==> config.mk <==
export PLATFORM = sky130hd
export DESIGN_NAME = tdm_audio_tx
export DESIGN_NICKNAME = d
export VERILOG_FILES = /design/src/rtl/tdm_audio_tx_pkg.sv /design/src/rtl/tdm_audio_tx_timer.sv /design/src/rtl/tdm_audio_tx_fetch.sv /design/src/rtl/tdm_audio_tx_shift.sv /design/src/rtl/tdm_audio_tx.sv
export SDC_FILE = /design/constraint.sdc
export NUM_CORES = 1
export LEC_CHECK = 0
export BUFFER_PORTS_ARGS = -buffer_cell sky130_fd_sc_hd__buf_4
export CORE_MARGIN = 2
export CORE_UTILIZATION = 45
export CTS_BUF_LIST = sky130_fd_sc_hd__clkbuf_16
export DETAILED_ROUTE_END_ITERATION = 12
export PLACE_DENSITY_LB_ADDON = 0.12
export SETUP_SLACK_MARGIN = 0.15
export SLEW_MARGIN = 20
export SYNTH_ARGS = -nofsm -noshare
export SYNTH_HDL_FRONTEND = slang
export SYNTH_SLANG_ARGS = --single-unit
==> constraint.sdc <==
create_clock -name clk -period 11.85 [get_ports clk]
set_input_delay 0 -clock clk [delete_from_list [all_inputs] [get_ports clk]]
set_output_delay 0 -clock clk [all_outputs]
set_load 0.02 [all_outputs]
==> src/rtl/tdm_audio_tx_pkg.sv <==
// Shared encodings and length decoders for the serial audio transmitter.
package tdm_audio_tx_pkg;

    localparam int SLOT_MAX = 32;

    typedef enum logic [1:0] {
        FMT_I2S    = 2'd0,
        FMT_LJ     = 2'd1,
        FMT_TDM    = 2'd2,
        FMT_TDM_LJ = 2'd3
    } frame_fmt_e;

    typedef enum logic [1:0] {
        FS_SLOT  = 2'd0,
        FS_HALF  = 2'd1,
        FS_BIT   = 2'd2,
        FS_BIT_B = 2'd3
    } fs_width_e;

    // Sample length in bits for a length code.
    function automatic logic [5:0] sample_bits(input logic [2:0] code);
        case (code)
            3'd0:       return 6'd32;
            3'd1:       return 6'd24;
            3'd2:       return 6'd20;
            3'd3:       return 6'd18;
            3'd4, 3'd5: return 6'd16;
            default:    return 6'd8;
        endcase
    endfunction

    // Compact codes carry two samples per word.
    function automatic logic is_compact(input logic [2:0] code);
        return (code == 3'd5) || (code == 3'd7);
    endfunction

    // Slot width in bit ticks.
    function automatic logic [5:0] slot_bits(input logic [2:0] code,
                                             input logic       s24,
                                             input logic       tdm);
        if (tdm) return 6'd32;
        case (code)
            3'd0:             return 6'd32;
            3'd1, 3'd2, 3'd3: return s24 ? 6'd24 : 6'd32;
            3'd4, 3'd5:       return 6'd16;
            default:          return 6'd8;
        endcase
    endfunction

endpackage

==> src/rtl/tdm_audio_tx_timer.sv <==
// Frame position counter. Derives the slot number, the slot-start flag and
// the next word-select / sync level. Assumes configuration is static
// outside reset.
module tdm_audio_tx_timer
    import tdm_audio_tx_pkg::*;
#(
    parameter int MAX_CH = 8,
    parameter int CH_W   = $clog2(MAX_CH)
) (
    input  logic            clk,
    input  logic            rst_n,
    input  logic            shift_en,
    input  logic [1:0]      fmt,
    input  logic [2:0]      dlen,
    input  logic            slot24,
    input  logic [CH_W-1:0] nch_m1,
    input  logic [1:0]      fs_mode,
    output logic [CH_W-1:0] slot_idx,
    output logic            slot_start,
    output logic            ws_nxt
);
    localparam int POS_W   = $clog2(MAX_CH * SLOT_MAX) + 1;
    localparam int SLOT_SH = $clog2(SLOT_MAX);
    localparam logic [POS_W-1:0] FULL_SLOT = POS_W'(SLOT_MAX);
    localparam logic [POS_W-1:0] ONE       = POS_W'(1);

    frame_fmt_e       fmt_e;
    logic             is_tdm, delayed, in_second, last_pos;
    logic [POS_W-1:0] pos_q, slot_len, frame_len, wpos, bit_pos;

    // Decode frame geometry and current position.
    always_comb begin
        fmt_e     = frame_fmt_e'(fmt);
        is_tdm    = fmt[1];
        slot_len  = POS_W'(slot_bits(dlen, slot24, is_tdm));
        frame_len = is_tdm ? ((POS_W'(nch_m1) + ONE) << SLOT_SH) : (slot_len << 1);
        last_pos  = (pos_q == frame_len - ONE);
        in_second = !is_tdm && (pos_q >= slot_len);
        bit_pos   = is_tdm ? (pos_q & (FULL_SLOT - ONE))
                           : (in_second ? pos_q - slot_len : pos_q);
        slot_idx  = is_tdm ? pos_q[SLOT_SH +: CH_W] : CH_W'(in_second);
        slot_start = (bit_pos == '0);
        delayed   = (fmt_e == FMT_I2S) || (fmt_e == FMT_TDM);
        wpos      = delayed ? (last_pos ? '0 : pos_q + ONE) : pos_q;
    end

    // Select the word-select / sync level for this position.
    always_comb begin
        case (fmt_e)
            FMT_I2S: ws_nxt = (wpos >= slot_len);
            FMT_LJ:  ws_nxt = (wpos < slot_len);
            default: begin
                case (fs_width_e'(fs_mode))
                    FS_SLOT: ws_nxt = (wpos < FULL_SLOT);
                    FS_HALF: ws_nxt = (wpos < (frame_len >> 1));
                    default: ws_nxt = (wpos == '0);
                endcase
            end
        endcase
    end

    // Advance one bit position per tick, wrapping at the frame end.
    always_ff @(posedge clk) begin
        if (!rst_n)        pos_q <= '0;
        else if (shift_en) pos_q <= last_pos ? '0 : pos_q + ONE;
    end

endmodule

==> src/rtl/tdm_audio_tx_fetch.sv <==
// Sample fetch and fill. Decides per slot whether a new word is requested,
// applies the underrun policy, serves odd slots in mono and compact modes,
// and presents the word MSB-aligned for the shifter.
module tdm_audio_tx_fetch
    import tdm_audio_tx_pkg::*;
#(
    parameter int MAX_CH = 8,
    parameter int CH_W   = $clog2(MAX_CH)
) (
    input  logic              clk,
    input  logic              rst_n,
    input  logic              shift_en,
    input  logic              slot_start,
    input  logic [CH_W-1:0]   slot_idx,
    input  logic [2:0]        dlen,
    input  logic              mono,
    input  logic              udr_repeat,
    input  logic              smp_valid,
    input  logic [SLOT_MAX-1:0] smp_data,
    output logic              smp_ready,
    output logic [SLOT_MAX-1:0] load_word,
    output logic [MAX_CH-1:0] underrun
);
    logic [SLOT_MAX-1:0] last_q [MAX_CH];
    logic [SLOT_MAX-1:0] pair_q, raw, src;
    logic [5:0]          len;
    logic                compact, odd_reuse, fetch;

    // Choose the word for the slot now starting.
    always_comb begin
        len       = sample_bits(dlen);
        compact   = is_compact(dlen);
        odd_reuse = (compact || mono) && slot_idx[0];
        fetch     = shift_en && slot_start && !odd_reuse;
        raw       = smp_valid ? smp_data : (udr_repeat ? last_q[slot_idx] : '0);
        src       = odd_reuse ? (compact ? (pair_q >> len) : pair_q) : raw;
        load_word = src << (6'd32 - len);
        smp_ready = fetch;
    end

    // Record the word per channel and raise the underrun pulse.
    always_ff @(posedge clk) begin
        if (!rst_n) begin
            for (int i = 0; i < MAX_CH; i++) last_q[i] <= '0;
            pair_q   <= '0;
            underrun <= '0;
        end else begin
            underrun <= '0;
            if (fetch) begin
                last_q[slot_idx] <= raw;
                pair_q           <= raw;
                if (!smp_valid) underrun[slot_idx] <= 1'b1;
            end
        end
    end

endmodule

==> src/rtl/tdm_audio_tx_shift.sv <==
// Output shifter. Loads the MSB-aligned word at each slot start and shifts
// zeros in behind it, so bits past the sample length are 0.
module tdm_audio_tx_shift
    import tdm_audio_tx_pkg::*;
(
    input  logic                clk,
    input  logic                rst_n,
    input  logic                shift_en,
    input  logic                slot_start,
    input  logic [SLOT_MAX-1:0] load_word,
    input  logic                ws_nxt,
    output logic                sdo,
    output logic                ws
);
    logic [SLOT_MAX-1:0] sh_q;

    // Drive one data bit and the sync level per tick.
    always_ff @(posedge clk) begin
        if (!rst_n) begin
            sh_q <= '0;
            sdo  <= 1'b0;
            ws   <= 1'b0;
        end else if (shift_en) begin
            ws <= ws_nxt;
            if (slot_start) begin
                sdo  <= load_word[SLOT_MAX-1];
                sh_q <= load_word << 1;
            end else begin
                sdo  <= sh_q[SLOT_MAX-1];
                sh_q <= sh_q << 1;
            end
        end
    end

endmodule

==> src/rtl/tdm_audio_tx.sv <==
// Serial audio transmitter top: frame timer, sample fetch and output
// shifter. Assumes shift_en marks bit-clock falling edges and that
// configuration is held steady except during reset.
module tdm_audio_tx
    import tdm_audio_tx_pkg::*;
#(
    parameter int MAX_CH = 8,
    parameter int CH_W   = $clog2(MAX_CH)
) (
    input  logic              clk,
    input  logic              rst_n,
    input  logic              shift_en,
    input  logic [1:0]        cfg_fmt,
    input  logic [2:0]        cfg_dlen,
    input  logic              cfg_slot24,
    input  logic [CH_W-1:0]   cfg_nch_m1,
    input  logic [1:0]        cfg_fs_mode,
    input  logic              cfg_udr_repeat,
    input  logic              cfg_mono,
    input  logic              smp_valid,
    input  logic [31:0]       smp_data,
    output logic              smp_ready,
    output logic [CH_W-1:0]   smp_chan,
    output logic              sdo,
    output logic              ws,
    output logic [MAX_CH-1:0] underrun
);
    logic [CH_W-1:0]     slot_idx;
    logic                slot_start, ws_nxt;
    logic [SLOT_MAX-1:0] load_word;

    tdm_audio_tx_timer #(.MAX_CH(MAX_CH), .CH_W(CH_W)) u_timer (
        .clk(clk), .rst_n(rst_n), .shift_en(shift_en),
        .fmt(cfg_fmt), .dlen(cfg_dlen), .slot24(cfg_slot24),
        .nch_m1(cfg_nch_m1), .fs_mode(cfg_fs_mode),
        .slot_idx(slot_idx), .slot_start(slot_start), .ws_nxt(ws_nxt)
    );

    tdm_audio_tx_fetch #(.MAX_CH(MAX_CH), .CH_W(CH_W)) u_fetch (
        .clk(clk), .rst_n(rst_n), .shift_en(shift_en),
        .slot_start(slot_start), .slot_idx(slot_idx), .dlen(cfg_dlen),
        .mono(cfg_mono), .udr_repeat(cfg_udr_repeat),
        .smp_valid(smp_valid), .smp_data(smp_data),
        .smp_ready(smp_ready), .load_word(load_word), .underrun(underrun)
    );

    tdm_audio_tx_shift u_shift (
        .clk(clk), .rst_n(rst_n), .shift_en(shift_en),
        .slot_start(slot_start), .load_word(load_word), .ws_nxt(ws_nxt),
        .sdo(sdo), .ws(ws)
    );

    assign smp_chan = slot_idx;

endmodule

Word level (Yosys, flattened, before mapping)
Memory sizes are Yosys's and may differ from the RTL's.
Index checks and enable logic that the tools add are counted.
{"block": "word_totals", "regBits": 83, "mem_bits_rw": 256, "inputBits": 49, "out_inout_bits": 14, "word_cells": 81, "n_memories": 1}
{"block": "classes", "addsub": 5, "order_cmp": 7, "eq_ne": 10, "shift": 2, "muxes": 29, "n_bitwise": 2, "n_reduce_logical": 19}
{"name": "u_fetch.last_q", "words": 8, "word_bits": 32, "rd": 1, "rd_clocked_by_memory_dff": 0, "wr": 8, "line_no": "tdm_audio_tx_fetch.sv:24", "rtl": "logic [SLOT_MAX-1:0] last_q [MAX_CH];"}
{"operator": "$mux W32", "count": 6}
{"operator": "$mux W9", "count": 5}
{"operator": "$reduce_or A32 Y1", "count": 1}
{"operator": "$shl A32 B6 Y32", "count": 1}
{"operator": "$shr A32 B6 Y32", "count": 1}
{"operator": "$pmux W6 S5", "count": 1}
{"operator": "$ge A9 B6 Y1", "count": 2}
{"operator": "$logic_not A9 Y1", "count": 2}
{"operator": "$mux W6", "count": 3}
{"operator": "$pmux W6 S3", "count": 1}
{"operator": "$add A9 B1 Y9 const B", "count": 1}
{"operator": "$eq A3 B3 Y1 const B", "count": 3}
{"operator": "$eq A9 B9 Y1", "count": 1}
{"operator": "$lt A9 B6 Y1", "count": 1}
{"operator": "$lt A9 B6 Y1 const B", "count": 1}
{"operator": "$lt A9 B8 Y1", "count": 1}
{"operator": "$sub A9 B1 Y9 const B", "count": 1}
{"operator": "$sub A9 B6 Y9", "count": 1}
{"operator": "$mux W1", "count": 8}
{"operator": "$eq A3 B2 Y1 const B", "count": 2}
{"operator": "$mux W3", "count": 2}
{"operator": "$reduce_or A3 Y1", "count": 2}
{"operator": "$sub A6 B6 Y6 const A", "count": 1}
{"operator": "$logic_and A1 B1 Y1", "count": 5}
{"operator": "14 further kinds", "count": 21}

Logic depth before layout (Yosys ltp)
Gate-level depths: netlist (run 1).
{"block": "logic_depth", "word_depth": 16, "ltp_mapped": 29, "ltp_nobuf": 25}

Modules after synthesis
From an unflattened synthesis (run 1), not the netlist that was laid out.
{"block": "hier_totals", "cells_unflattened": 1802, "hier_area_um2": 18494.0}
{"module": "tdm_audio_tx_fetch", "instances": 1, "cells_each": 1457, "area_per_inst_um2": 15603.7, "seq_area_each_um2": 8488.1}
{"module": "tdm_audio_tx_timer", "instances": 1, "cells_each": 200, "area_per_inst_um2": 1452.6, "seq_area_each_um2": 180.2}
{"module": "tdm_audio_tx_shift", "instances": 1, "cells_each": 145, "area_per_inst_um2": 1437.6, "seq_area_each_um2": 660.6}

Worst setup path after synthesis (run 1)
Ideal clock, no wire load.
{"block": "synth_timing", "path_kind": "input -> register", "startpoint": "input port cfg_dlen[1]", "endpoint": "memory u_fetch.last_q[2][0], enable pin", "setup_ns": 0.389, "arrival_time_ns": 4.842, "required_ns": 11.461, "path_slack_ns": 6.619, "stages": 19, "n_path_buf": 8, "cell_sequence": "clkbuf_1 -> buf_2 -> clkbuf_1 -> clkbuf_1 -> a211oi_1 -> fa_1 -> nor2b_1 -> nor4_2 -> buf_2 -> a21oi_1 -> nor2_1 -> nor4b_1 -> nand3_1 -> or3_1 -> buf_2 -> or3_1 -> clkbuf_1 -> buf_2 -> nand2_1"}
{"item": "from (decl)", "line_no": "tdm_audio_tx.sv:14", "rtl": "input logic [2:0] cfg_dlen,"}
{"item": "to (decl)", "line_no": "tdm_audio_tx_fetch.sv:24"}

==> results.toml, run 1 <==
[worst_hold_path]
hold_path_depth = 4
hp-class = "input port to flop"

[detailed_routing]
routedWlPerCell_um = 27.08
first_iter_violations = 2151
postRouteAntennaNets = 0
detail_route.vias_per_cell = 6.440
vias = 15780
drc_errors = 0
dr.pass1.iters = 6
routed_wl_um = 66350

[cts]
cts_tree = "yes"
cts_sinks = 338
htree_levels = 2
clockRootBuffer = "clkbuf_16"
clock_latency_ns = 0.58
cts_resized = 0
numCtsBuffers = 38
cts.reportedPaths.clkPinSlew_ns = 0.06
clk_path_buf_depth = 3

[synth]
async_flop_share_pct = 0
synth.largest_area_cell = "edfxtp_1"
yosys_warnings = 0
ys.flop_type = "edfxtp_1"
ys_seq_area_share_pct = 51.24
synth_seq_cells = 338
synth_top_area_share_pct = 42.22
ys_types = 92
synth_area_mm2 = 0.01821
yosys-top-cells-area = "edfxtp_1, dfxtp_1, nor2_1"
syn_avg_cell_area_um2 = 9.649
synthCells = 1887
synth_common_cells = "nor2_1, edfxtp_1, clkbuf_1"
synth_edf_count = 256
synth_most_common_cell = "nor2_1"
synth_fp_nets = 1951

[worst_setup_path]
path_cells = "inv_1, o211a_1, fa_1, nor2b_1, nor4_4, nor2_1, a21oi_2, mux2i_1, nand3_1, buf_4, or3_1, or3_1, nand2_1, buf_4"
crit_path_end_kind = "flop"
critPathTopFamily = "simple AND/OR/NAND/NOR gates"
reg2reg_depth = 14
rrSetupSlack_ns = 5.80
path_class = "flop to flop"
start_kind = "flop"
cp_num_cells = 14
path_max_fanout = 44
critical_path_buf_inv_count = 3
worstPathArrival_ns = 6.30
slowest_delay_ns = 0.85
worstPathRequired_ns = 12.09
cpMaxStageDelayCell = "or3_1"

[layout]
final_nets = 1958
nFillCells = 3707
post-route-util_pct = 51.41
area_growth_pct = 12.44
drive_above_1_share_pct = 14.24

[placed_design]
routabilityCongestion = 0.9374
numPortBuffers = 62
dp_slack_ns = 5.149
dp_hpwl_um = 45010

[power]
p_total_mw = 2.956
ir_drop_v = 0.0001238
powerDensity_mw_per_mm2 = 144.4
p_leak_nw = 7.109

[global_routing]
grtUsageTotal_pct = 31.55
grt.overflow.total = 0
grt_pass1_wl_um = 97710
grt_max_degree = 63
grt_pass1_vias = 14650
antenna_found_initial = 1

[sta]
max_slew_margin_pct = 30.66
slew_violations = 0
worst_pin_slew_ns = 1.040
setup_violations = 0
fin_setup_tns_ns = 0
rsz0062_at_grt = "no"
finalCriticalPeriod_ns = 6.054
max_freq_mhz = 165.2
fin_crit_sh_pct = 51.09
hold_viol = 0
finalClockSkew_ns = 0.02110
whs_ns = 0.02549
finalWorstSetupSlack_ns = 5.796

[status]
status = "finished, final reports clean"

[die]
start_util_pct = 45.72
rows = 73
io_pins = 63
die-area_mm2 = 0.04209
die_y_um = 205.2
fp.coreArea_mm2 = 0.03982
die_x_um = 205.2

[job]
drv_cap = 0
==> registers in the layout, summed over array words and instances (netlist names) <==
register          cells
u_timer.pos_q         9
u_shift.sh_q         31
u_fetch.last_q      256
u_fetch.underrun      8
u_fetch.pair_q       32
u_shift.sdo           1
u_shift.ws            1
==> metrics by stage <==
stage	instance area, um2	instances
after CTS	20460	2449
after global routing	20470	2449
after detailed placement	19050	2357
final	20470	2450
after global placement	19050	2357
after floorplan	18210	1887
==> report_power, final <==
part	switching, mW	internal (mW)
Sequential	0.0314	1.33
Combinational	0.312	0.141
Clock	0.506	0.635
Total	0.850	2.11
==> layout by cell type (no fill, tap or decap), drive strengths merged, types with 20 or more instances in the layout <==
master,instances
nor2,408
a21oi,98
o22ai,58
dlygate4sd3,22
mux2,49
mux2i,32
nand3,43
dfxtp,82
a31oi,27
a211oi,48
nand2,110
inv,39
edfxtp,256
buf,113
o21ai,102
or3,20
clkbuf,38
o211ai,27
nor3,38
==> worst paths after layout <==
path                                        from               endpoint
worst max-delay path            u_timer.pos_q[3]   u_fetch.last_q[1][9]
worst min-delay path                smp_data[25]  u_fetch.last_q[6][25]
worst max register to register  u_timer.pos_q[3]   u_fetch.last_q[1][9]
worst min register to register   u_shift.sh_q[1]        u_shift.sh_q[1]
==> cell families (layout without fill, tap and decap cells) <==
| group | Yosys count | in the layout | share of synthesized area [%] |
|---|---|---|---|
| and+or+nand+nor | 715 | 715 | 17.28 |
| AOI/OAI and AO/OA | 517 | 517 | 19.50 |
| DFF | 338 | 338 | 51.24 |
| buffers and inverters | 198 | 235 | 4.522 |
| muxes | 87 | 87 | 5.532 |
| xor gates and xnor gates | 17 | 17 | 0.8590 |
| adders and majority gates | 15 | 15 | 1.072 |
| other | 0 | 1 | 0 |
==> metal layers <==
metal / track usage [%] / vias to the layer above / share of wire [%]
li1: - / 7006 / -
met1: 43.59 / 7819 / 42
met2: 50.63 / 828 / 47
met3: 4.423 / 126 / 8.1
met4: 11.49 / 0 / 3.6
met5: 0 / - / 0
==> final cells by class <==
cell class,count,area [um2],share of cell area [%]
multi-input cells,1351,8108,39.60
clock inverters,32,240.2,1.173
inverters,30,112.6,0.5501
diodes,1,2.502,0.01222
repair buffers,135,1069,5.219
flip-flops and latches,338,9333,45.59
clock buffers,38,950.9,4.645
well taps,525,656.9,3.209
==> worst reg2reg max path, cell delays in order (launching register included) <==
cell and delay, ns:
dfxtp_1 0.41, inv_1 0.20, o211a_1 0.28, fa_1 0.25, nor2b_1 0.13, nor4_4 0.56
nor2_1 0.17, a21oi_2 0.52, mux2i_1 0.25, nand3_1 0.10, buf_4 0.28, or3_1 0.79
or3_1 0.85, nand2_1 0.53, buf_4 0.39
==> what timing repair did <==
item | CTS | global route
setup buffers | 0 | 0
endpoints found under the setup margin | 0 | 0
endpoints found under the hold margin | 114 | 0
hold buffers | 22 | 0
Power figures use the tool's default switching activity.
==> inputs of run 2 (changes only) <==
==> constraint.sdc (replaced) <==
create_clock -name clk -period 5.86 [get_ports clk]
set_input_delay 0 -clock clk [delete_from_list [all_inputs] [get_ports clk]]
set_output_delay 0 -clock clk [all_outputs]
set_load 0.02 [all_outputs]
==> results.toml, run 2 (synthesis gave the netlist of run 1 again) <==
[worst_setup_path]
critical_path.reg2reg.startpoint = "u_timer.pos_q[3]"
rrSetupSlack_ns = 0.59
timing.rr.end = "u_shift.sh_q[7]"
path_class = "flop to flop"
path_max_fanout = 19
worstPathRequired_ns = 6.30
slowest_delay_ns = 0.60
reg2reg_depth = 18
worstPathArrival_ns = 5.71
cpMaxStageDelayCell = "a21oi_1"
path_cells = "buf_4, inv_1, o211a_1, fa_1, nor2b_1, or4_4, nor2_8, o21ai_4, buf_4, o221a_2, a21oi_1, buf_4, a21oi_1, mux2i_1, mux2i_1, a22oi_1, a21oi_1, dlygate4sd3_1"
start_kind = "flop"
crit_path_end_kind = "flop"

[layout]
final_common_cell = "nor2_1"
area_growth_pct = 13.79
nFillCells = 3709
fin_cells = 2472
largest_reg_flops = 256
antenna_cells = 0
top_register = "u_fetch.last_q"
drive_above_1_share_pct = 15.46
final_area_mm2 = 0.02072
largest_registers = "u_fetch.last_q x256, u_fetch.pair_q x32, u_shift.sh_q x31"
final_cell_mix = "nor2_1, edfxtp_1, buf_4"
final_nets = 1982

[cts]
clock_latency_ns = 0.56
numCtsBuffers = 39
post_cts_buffers = 0
cts_resized = 0
clk_path_buf_depth = 3
cts.reportedPaths.clkPinSlew_ns = 0.06
cts_sinks = 338
clockRootBuffer = "clkbuf_16"
htree_levels = 2
cts_tree = "yes"

[sta]
fin_crit_sh_pct = 89.86
max_freq_mhz = 189.9
whs_ns = 0.02857
hold_viol = 0
setup_violations = 0
worst_pin_slew_ns = 1.098
slew_violations = 0
fin_setup_tns_ns = 0
finalClockSkew_ns = 0.01763
finalCriticalPeriod_ns = 5.266
rsz0062_at_grt = "no"
max_slew_margin_pct = 26.24

[global_routing]
grt_max_degree = 55
grtUsageTotal_pct = 32.89
grt_pass1_wl_um = 101800
grt_pass1_vias = 15610
antenna_found_initial = 0
grt.overflow.total = 0

[worst_hold_path]
min_to = "u_fetch.last_q[0][24]"
hold_path_depth = 4
hp-class = "input port to flop"
hp-start = "smp_data[24]"

[power]
powerDensity_mw_per_mm2 = 293.5
ir_drop_v = 0.0002402
p_total_mw = 6.081
p_leak_nw = 7.261

[die]
die_x_um = 205.2
start_util_pct = 45.72
die_y_um = 205.2
rows = 73
fp.coreArea_mm2 = 0.03982
io_pins = 63
die-area_mm2 = 0.04209

[placed_design]
dp_hpwl_um = 46230
dp_cells = 2382
placed_area_mm2 = 0.01930
numPortBuffers = 62
routabilityCongestion = 0.9496

[detailed_routing]
drc_errors = 0
routedWlPerCell_um = 27.54
dr.pass1.iters = 6
top_layer = "met4"
vias = 15940
met1_length_um = 27190
wl_met3_um = 6719
first_iter_violations = 1800
detail_route.vias_per_cell = 6.448
dr_wl_met2_um = 31230
routed_wl_um = 68090
postRouteAntennaNets = 0

[status]
status = "finished, final reports clean"

[job]
drv_cap = 0
## run 2: worst max path at each step
stage	startpoint	to	slack (ns)
finish	u_timer.pos_q[3]	u_shift.sh_q[7]	0.59
floorplan	cfg_dlen[1]	u_fetch.last_q[2][0]	0.63
CTS	u_timer.pos_q[3]	u_shift.sh_q[7]	0.71
global placement	cfg_dlen[1]	u_fetch.last_q[7][22]	0.95
global route	u_timer.pos_q[3]	u_shift.sh_q[7]	0.31
detailed placement	cfg_dlen[1]	u_fetch.last_q[7][22]	0.86
## run 2: timing repair
action	in CTS	in global routing
hold endpoints to repair	101	0
setup endpoints to repair	0	0
hold buffers	20	0
## run 2: layer usage
| metal | GRT usage (%) | vias to the layer above |
|---|---|---|
| met2 | 52.00 | 933 |
| met1 | 44.04 | 7767 |
| met4 | 13.72 | 0 |
| li1 | - | 7070 |
| met3 | 6.777 | 170 |
| met5 | 0 | - |
## run 2: layout make-up
| class | instances | area (um2) | area share [%] |
|---|---|---|---|
| clock buffers | 39 | 975.9 | 4.711 |
| clock inverters | 31 | 242.7 | 1.172 |
| inverters | 30 | 112.6 | 0.5435 |
| multi-input cells | 1351 | 8098 | 39.09 |
| flip-flops and latches | 338 | 9333 | 45.05 |
| well taps | 525 | 656.9 | 3.171 |
| repair buffers | 158 | 1299 | 6.269 |
## run 2: stage by stage
stage | utilization [%] | worst slack (ns)
3_5_place_dp | 48.46 | 0.8634
6_report | 52.02 | 0.5941
2_1_floorplan | - | 0.6289
5_1_grt | 52.02 | 0.3118
3_3_place_gp | 48.46 | 0.9541
4_1_cts | 52.02 | 0.7088
## run 2: report_power, final
part,internal [mW],switching [mW]
Sequential,2.69,0.0648
Combinational,0.296,0.627
Clock,1.38,1.02
## run 2: critical path: cells and delay by family, from the launching register on
kind,cells,cell delay (ns)
DFF,1,0.29
buffers and inverters,5,1.44
AOI/OAI and AO/OA,7,1.66
and+or+nand+nor,3,0.80
muxes,2,0.68
adders and majority gates,1,0.25
